File: config.mk
export PLATFORM = sky130hd
export DESIGN_NAME = erase_walker
export DESIGN_NICKNAME = d
export VERILOG_FILES = /design/src/rtl/erase_walker.sv
export SDC_FILE = /design/constraint.sdc
export NUM_CORES = 2
export LEC_CHECK = 0
export ABC_AREA = 0
export BUFFER_PORTS_ARGS = -buffer_cell sky130_fd_sc_hd__buf_2
export CORE_ASPECT_RATIO = 1.2
export CORE_UTILIZATION = 50
export CTS_BUF_LIST = sky130_fd_sc_hd__clkbuf_16
export CTS_CLUSTER_SIZE = 16
export DETAILED_ROUTE_END_ITERATION = 6
export GPL_TIMING_DRIVEN = 1
export HOLD_SLACK_MARGIN = 0.15
export PLACE_DENSITY = 0.63
export SLEW_MARGIN = 20
export SYNTH_ARGS = -nofsm -noshare
export SYNTH_HDL_FRONTEND = slang
export SYNTH_SLANG_ARGS = --single-unit
File: constraint.sdc
create_clock -name clk -period 20.3 [get_ports clk]
set_clock_uncertainty 0.15 [all_clocks]
set_input_delay 4.06 -clock clk [delete_from_list [all_inputs] [get_ports clk]]
set_output_delay 4.06 -clock clk [all_outputs]
set_load 0.02 [all_outputs]
File: src/rtl/erase_walker.sv
module erase_walker #(
  parameter int CHIP_SHIFT = 16,
  parameter int NUM_CHIPS  = 2,
  parameter int ADDR_W     = 18,
  parameter int MAX_REG    = 4
) (
  input  logic                           clk,
  input  logic                           rst_n,
  input  logic                           rgn_we,
  input  logic [$clog2(MAX_REG)-1:0]     rgn_idx,
  input  logic [31:0]                    rgn_desc,
  input  logic [$clog2(MAX_REG+1)-1:0]   rgn_count,
  input  logic                           req_valid,
  output logic                           req_ready,
  input  logic [ADDR_W-1:0]              req_start,
  input  logic [ADDR_W-1:0]              req_len,
  output logic                           ers_valid,
  input  logic                           ers_ready,
  output logic [ADDR_W-1:0]              ers_addr,
  input  logic                           cmpl_valid,
  input  logic                           cmpl_fail,
  output logic                           done,
  output logic [1:0]                     done_code
);

  localparam int SW = 48;
  localparam logic [ADDR_W:0] TOTAL   = (ADDR_W+1)'(NUM_CHIPS) << CHIP_SHIFT;
  localparam logic [SW-1:0]   CHIP_SZ = SW'(1) << CHIP_SHIFT;

  typedef enum logic [1:0] {S_IDLE, S_CHECK, S_ISSUE, S_WAIT} st_t;
  st_t st;

  logic [31:0]       desc [MAX_REG];
  logic [SW-1:0]     rsz  [MAX_REG];
  logic [SW-1:0]     roff [MAX_REG];
  logic [SW-1:0]     tile_sum, cur_sz, beg_sz, end_sz;
  logic [SW-1:0]     cur_loc, beg_loc, end_loc;
  logic [ADDR_W-1:0] addr, rem, start_q, len_q, step;
  logic [ADDR_W:0]   end_a;
  logic              cfg_bad, range_bad, align_bad;

  always_comb begin
    logic [SW-1:0] acc;
    acc = '0;
    for (int i = 0; i < MAX_REG; i++) begin
      rsz[i]  = SW'({desc[i][31:16], 8'h00});
      roff[i] = acc;
      if (i < int'(rgn_count))
        acc = acc + rsz[i] * (SW'(desc[i][15:0]) + SW'(1));
    end
    tile_sum = acc;
  end

  assign end_a   = {1'b0, start_q} + {1'b0, len_q};
  assign cur_loc = SW'(addr[CHIP_SHIFT-1:0]);
  assign beg_loc = SW'(start_q[CHIP_SHIFT-1:0]);
  assign end_loc = SW'(end_a[CHIP_SHIFT-1:0]);

  always_comb begin
    cur_sz = rsz[0];
    beg_sz = rsz[0];
    end_sz = rsz[0];
    for (int i = 0; i < MAX_REG; i++) begin
      if (i < int'(rgn_count)) begin
        if (roff[i] <= cur_loc) cur_sz = rsz[i];
        if (roff[i] <= beg_loc) beg_sz = rsz[i];
        if (roff[i] <= end_loc) end_sz = rsz[i];
      end
    end
  end

  assign step      = ADDR_W'(cur_sz);
  assign cfg_bad   = (tile_sum != CHIP_SZ);
  assign range_bad = ({1'b0, start_q} > TOTAL) || (end_a > TOTAL);
  assign align_bad = (|(beg_loc & (beg_sz - SW'(1)))) || (|(end_loc & (end_sz - SW'(1))));

  assign req_ready = (st == S_IDLE);
  assign ers_valid = (st == S_ISSUE);
  assign ers_addr  = addr;

  always_ff @(posedge clk or negedge rst_n) begin
    if (!rst_n) begin
      st        <= S_IDLE;
      done      <= 1'b0;
      done_code <= 2'd0;
      addr      <= '0;
      rem       <= '0;
      start_q   <= '0;
      len_q     <= '0;
      for (int i = 0; i < MAX_REG; i++) desc[i] <= '0;
    end else begin
      done <= 1'b0;
      if (rgn_we) desc[rgn_idx] <= rgn_desc;
      case (st)
        S_IDLE: if (req_valid) begin
          start_q <= req_start;
          len_q   <= req_len;
          st      <= S_CHECK;
        end
        S_CHECK: begin
          addr <= start_q;
          rem  <= len_q;
          if (cfg_bad) begin
            done <= 1'b1; done_code <= 2'd3; st <= S_IDLE;
          end else if (range_bad || align_bad) begin
            done <= 1'b1; done_code <= 2'd1; st <= S_IDLE;
          end else if (len_q == '0) begin
            done <= 1'b1; done_code <= 2'd0; st <= S_IDLE;
          end else begin
            st <= S_ISSUE;
          end
        end
        S_ISSUE: if (ers_ready) st <= S_WAIT;
        S_WAIT: if (cmpl_valid) begin
          if (cmpl_fail) begin
            done <= 1'b1; done_code <= 2'd2; st <= S_IDLE;
          end else begin
            addr <= addr + step;
            rem  <= rem - step;
            if (rem <= step) begin
              done <= 1'b1; done_code <= 2'd0; st <= S_IDLE;
            end else begin
              st <= S_ISSUE;
            end
          end
        end
        default: st <= S_IDLE;
      endcase
    end
  end

  a_r8_hold_addr: assert property (@(posedge clk) disable iff (!rst_n)
    (ers_valid && !ers_ready) |=> (ers_valid && $stable(ers_addr)));

  a_r8_one_outstanding: assert property (@(posedge clk) disable iff (!rst_n)
    (ers_valid && ers_ready) |=> !ers_valid);

  a_r10_done_pulse: assert property (@(posedge clk) disable iff (!rst_n)
    done |=> !done);

  a_r9_no_issue_after_fail: assert property (@(posedge clk) disable iff (!rst_n)
    (st == S_WAIT && cmpl_valid && cmpl_fail) |=> (done && done_code == 2'd2 && !ers_valid));

  a_r3_addr_in_range: assert property (@(posedge clk) disable iff (!rst_n)
    ers_valid |-> ({1'b0, ers_addr} < TOTAL));

  a_r2_check_first: assert property (@(posedge clk) disable iff (!rst_n)
    (req_valid && req_ready) |=> (!done && !ers_valid));

endmodule

Word-level counts from Yosys, hierarchy flattened
Index checks and enable logic that the tools add are counted.
Operators by class
  divide/modulo/power cells: 0
  $mul: 4
  shift-type cells: 0
  add/sub/neg operators: 12
  order comparisons: 18
  reduce and logical (&&, ||, !) cells: 13
  equality and inequality tests: 10
  muxes and demuxes: 54
  bitwise logic cells: 3
Operator list (number)
  <= comparator 48 x 16 -> 1 bit: 9
  two-way mux 48 bit: 9
  two-way mux 18 bit: 10
  adder 48 x 41 -> 48 bit: 3
  two-way mux 24 bit: 6
  multiplier 16 x 17 -> 33 bit: 4
  bitwise mux 128 bit: 1
  AND 16 x 48 -> 48 bit: 2
  OR reduction 48 bit: 2
  subtractor 48 x 1 -> 48 bit, second input constant: 2
  one-hot mux 18 bit (2 select lines): 2
  adder 16 x 1 -> 17 bit, second input constant: 4
  demux 32 bit (select 2 bit): 1
  inequality test 48 x 17 -> 1 bit, second input constant: 1
  two-way mux 41 bit: 1
  two-way mux 32 bit: 1
  two-way mux 2 bit: 14
  adder 18 x 18 -> 19 bit: 1
  > comparator 19 x 18 -> 1 bit, second input constant: 1
  adder 18 bit: 1
  > comparator 18 bit, second input constant: 1
  <= comparator 18 bit: 1
  logical NOT 18 bit: 1
  subtractor 18 bit: 1
  22 further kinds: 35
Storage, ports and cells
  ROM bits: 0
  output and inout bits: 23
  latch bits: 0
  memory bits (writable): 0
  memories kept: 0
  flip-flop bits (word level): 205
  input bits: 80

Logic depth before layout (Yosys ltp)
  depth after elaboration: 18
  depth in mapped cells: 70
  mapped depth without buffers: 67

Worst setup path after synthesis
OpenSTA, ideal clock, no wires.
  path kind: reg2reg
  from: register desc[96] (netlist name)
  to: register done_code[0]
  arrival: 14200 ps
  cell stages (with the launch flop): 65
  clock period less this slack: 14476 ps
  path slack: 5824 ps
  cell sequence: dfrtp_1 > ha_1 > nand3_1 > nor2_1 > and3_1 > nand3_1 > xnor2_1 > clkbuf_1 > nand2_1 > fa_1 > fa_1 > fa_1 > fa_1 > inv_1 > fa_1 > inv_1 > fa_1 > inv_1 > [... 29 more ...] > clkbuf_1 > clkbuf_1 > nand2_1 > o21ai_0 > ha_1 > inv_1 > fa_1 > a21o_1 > a21oi_1 > o21ai_0 > nor2_1 > o21bai_1 > a21oi_1 > o31ai_1 > mux2i_1 > a21boi_0 > nand2b_1 > o32a_1
On the way
  longest elaborated chain between the ends: 18
  elaborated cells between the ends (all ways): 52
RTL lines
  from (decl): line 33  | logic [31:0] desc [MAX_REG];
  from (signal, indexed assignment): line 93  | if (rgn_we) desc[rgn_idx] <= rgn_desc;
  adder 16 x 1 -> 17 bit *: line 49  | acc = acc + rsz[i] * (SW'(desc[i][15:0]) + SW'(1));
  multiplier 16 x 17 -> 33 bit *: line 49
  two-way mux 41 bit *: line 48  | if (i < int'(rgn_count))
  adder 48 x 41 -> 48 bit, or another cell as far along: line 49
  two-way mux 48 bit, or another cell as far along: line 48
  adder 48 x 41 -> 48 bit, or another cell as far along: line 49
  two-way mux 48 bit, or another cell as far along: line 48
  <= comparator 48 x 16 -> 1 bit, or another cell as far along: line 66  | if (roff[i] <= beg_loc) beg_sz = rsz[i];
  [... 2 more ...]
  subtractor 48 x 1 -> 48 bit: line 75  | assign align_bad = (|(beg_loc & (beg_sz - SW'(1)))) || (|(end_loc & (end_sz - SW'(1))));
  AND 16 x 48 -> 48 bit: line 75
  OR reduction 48 bit: line 75
  logical OR 1 bit: line 75
  logical OR 1 bit: line 105  | end else if (range_bad || align_bad) begin
  two-way mux 2 bit: line 105
  two-way mux 2 bit: line 103  | if (cfg_bad) begin
  one-hot mux 2 bit (2 select lines): line 94  | case (st)
  to (signal assigned): line 104  | done <= 1'b1; done_code <= 2'd3; st <= S_IDLE;
  to (signal assigned): line 106  | done <= 1'b1; done_code <= 2'd1; st <= S_IDLE;
  to (signal assigned): line 108  | done <= 1'b1; done_code <= 2'd0; st <= S_IDLE;
  to (decl): line 23  | output logic [1:0] done_code
Every way passes the cells marked *; elsewhere a longest branch is shown, timed or not.
A chain may end at the register's enable or synchronous reset.

Worst setup path after layout
  from: register desc[64] (netlist name)
  to: register done
On the way
  longest elaborated chain between the ends: 17
  elaborated cells between the ends (all ways): 42
RTL lines
  adder 16 x 1 -> 17 bit *: line 49
  multiplier 16 x 17 -> 33 bit *: line 49
  adder 48 x 41 -> 48 bit *: line 49
  two-way mux 48 bit *: line 48
  adder 48 x 41 -> 48 bit, or another cell as far along: line 49
  two-way mux 48 bit, or another cell as far along: line 48
  <= comparator 48 x 16 -> 1 bit, or another cell as far along: line 66
  two-way mux 48 bit, on equally long branches: line 66, 67
  two-way mux 48 bit: line 64  | if (i < int'(rgn_count)) begin
  subtractor 48 x 1 -> 48 bit: line 75
  AND 16 x 48 -> 48 bit: line 75
  OR reduction 48 bit: line 75
  logical OR 1 bit: line 75
  logical OR 1 bit: line 105
  two-way mux 1 bit: line 105
  two-way mux 1 bit: line 103
  one-hot mux 1 bit (2 select lines) *: line 94
  to (signal assigned): line 104
  to (signal assigned): line 106
  to (signal assigned): line 108
  to (decl): line 22  | output logic done,
Marked as above.

==> run metrics <==
layout cells sized above 1=8.27%; WL per Instance=22.3 um; final setup fails=0; first-pass GRT wire length=283000 um; Hold Crit Class=reg -> reg; Syn-to-layout area delta=6.00%; Port Buffers=102; final slew viol count=0; Post-DP HPWL=145000 um; Post-CTS Setup Bufs=0; Worst Path Class, Setup=reg -> reg; Critical Path RT=20610 ps; die area=115000 sq um; vias in the first global route=48300; row count=135; FMAX=0.0597 GHz; fin util=53.4%; Die Height=371 um; Post-synth EDFFs=0; fillers=10800; Core ar.=113000 sq um; Slowest cell on crit path=dfrtp_1; largest area contributor in the synthesized netlist=fa_1; sequential share of the synthesized area=9.03%; Slew @ Worst Pin=1220 ps; IO Pins=103; ranking of synthesized cells by area=fa_1, ha_1, dfrtp_1; DRT antenna net count=0; Critical Path Most Common Cell=fa_1; Die W=310 um; post-synth top area share=29.5%; CTS tree=done; DRT Pass-1 Iters=7; Post-Syn Area=56800 sq um; Crit. End Element=register; initial antenna violation count=18; type of origin of the critical path=register; fin crit share=82.5%; GRT Total Usage=32.3%; Fin. Hold Viols=0; # nets final=8117; Reg clk slew, reported paths=60 ps; clk sinks=205; ys async rst share=100%; failing checks=DRC; clk root buf=clkbuf_16; worst hold endpoint=rem[13]$_DFFE_PN0P_; Cell variety after synth=107; hold_buf cts=0; setup tns final=0 ps; worst-skew pair later-pin latency=620 ps; R2R depth=58; total gr overflow=0; crit path time final=16740 ps; R2R Path End=done$_DFF_PN0_; Slew HR=18.7%; r2r setup slk=3560 ps; PostCTS Resize Cnt=0; flops & latches, synth=205; Max H-tree Level=1; max cap viols=0; number of remaining DRC errors=1; CP max FO=20; pin count of the biggest net entering global routing=75; WL final=181000 um; effective utilization at floorplan=50.4%; clock buffer depth=3; hold depth=2; status=complete, but fails checks; HP Start=rem[13]$_DFFE_PN0P_; cts bufs inserted=29; syn nets=8112; Main synth FF type=dfrtp_1; via count=46900; max incr delay on CP=910 ps; GP Congestion=0.998; Via density=5.79; Syn Area/Cell=8.66 sq um; YS warnings=0; unrepaired setup endpoints after global routing=false; Synth Instances=6563; Reg-to-Reg Start=desc[64]$_DFFE_PN0P_; Worst Path Arrival=17050 ps; DR iter-0 viols=3381
cells by family (layout without fill, tap and decap cells):
logic type | count (synthesis) | count (layout) | synth area share [%]
AOI/OAI and AO/OA | 908 | 908 | 10.8
xor gates and xnor gates | 257 | 257 | 3.97
adders and majority gates | 1473 | 1473 | 43.5
buffers and inverters | 1390 | 1418 | 9.22
DFF | 205 | 205 | 9.03
muxes | 251 | 251 | 4.88
other | 0 | 8 | 0
and+or+nand+nor | 2079 | 2079 | 18.6
flip-flops by register name (all words and copies together), names as in the netlist:
name,flops
len_q,18
ers_addr,18
done_code,2
st,2
done,1
start_q,18
rem,18
desc,128
worst max-delay path: cells and delay by family (launching register included):
kind | cells | cell delay [ps]
DFF | 1 | 910
buffers and inverters | 6 | 370
and+or+nand+nor | 11 | 2120
AOI/OAI and AO/OA | 26 | 6660
adders and majority gates | 12 | 5060
xor gates and xnor gates | 3 | 1310
placed cells by master, fill, tap and decap left out, types with 52 or more instances in the layout:
cell type / instances
nand2_1: 707
nor2b_1: 278
ha_1: 631
nor2_1: 248
inv_1: 1146
fa_1: 838
mux2_2: 193
nor3_1: 82
buf_2: 101
dfrtp_1: 205
nand2b_1: 52
a21oi_1: 236
xnor2_1: 165
o21ai_0: 164
mux2i_1: 54
a21o_1: 130
xor2_1: 81
nand3_1: 84
buf_4: 119
and2_1: 373
routing by layer:
metal	share of wire [%]	wire length (um)	track usage [%]
met2	47	84800	53.4
met3	6.8	12200	4.04
met5	0.049	88	0
met4	4.8	8670	13.5
met1	41	74800	42.7
Yosys cell counts, drive strengths merged, types with 20 or more instances:
cell	number
a211oi	43
a21o	131
a21oi	237
a31oi	40
and2	373
and3	44
buf	21
clkbuf	227
dfrtp	205
fa	838
ha	631
inv	1141
mux2	195
mux2i	56
nand2	709
nand2b	52
nand3	85
nand4	49
nor2	250
nor2b	278
nor3	83
nor4	40
o211ai	20
o21a	28
o21ai	177
o21bai	31
o31ai	23
or2	22
or3	29
xnor2	171
xor2	86
per-stage QoR:
stage	cells	setup slack [ps]	hold WS, ps	area, sq um
floorplan	6563	5820	306	56800
global placement	8044	4010	335	59300
detailed placement	8044	3860	337	59300
CTS	8098	3760	353	60200
global route	8098	2350	387	60200
finish	8106	3560	348	60200
cell type report:
cell class	count	area, sq um	area share [%]
multi-input cells	4968	46600	77.3
clock buffers	29	726	1.20
flip-flops and latches	205	5130	8.51
clock inverters	25	191	0.318
inverters	1142	4290	7.11
repair buffers	222	1430	2.37
well taps	1507	1890	3.13
diodes	8	20.0	0.0332
worst max path at each step:
stage,startpoint,end,slack [ps]
6_report,desc[64]$_DFFE_PN0P_,done$_DFF_PN0_,3560
2_1_floorplan,desc[96]$_DFFE_PN0P_,done_code[0]$_DFFE_PN0P_,5820
5_1_grt,desc[64]$_DFFE_PN0P_,done$_DFF_PN0_,2350
3_5_place_dp,desc[64]$_DFFE_PN0P_,done$_DFF_PN0_,3860
3_3_place_gp,desc[96]$_DFFE_PN0P_,done$_DFF_PN0_,4010
4_1_cts,desc[64]$_DFFE_PN0P_,done$_DFF_PN0_,3760
Power is not shown: default switching activity piles up to over one toggle a cycle in this logic, so the estimate is an artifact.
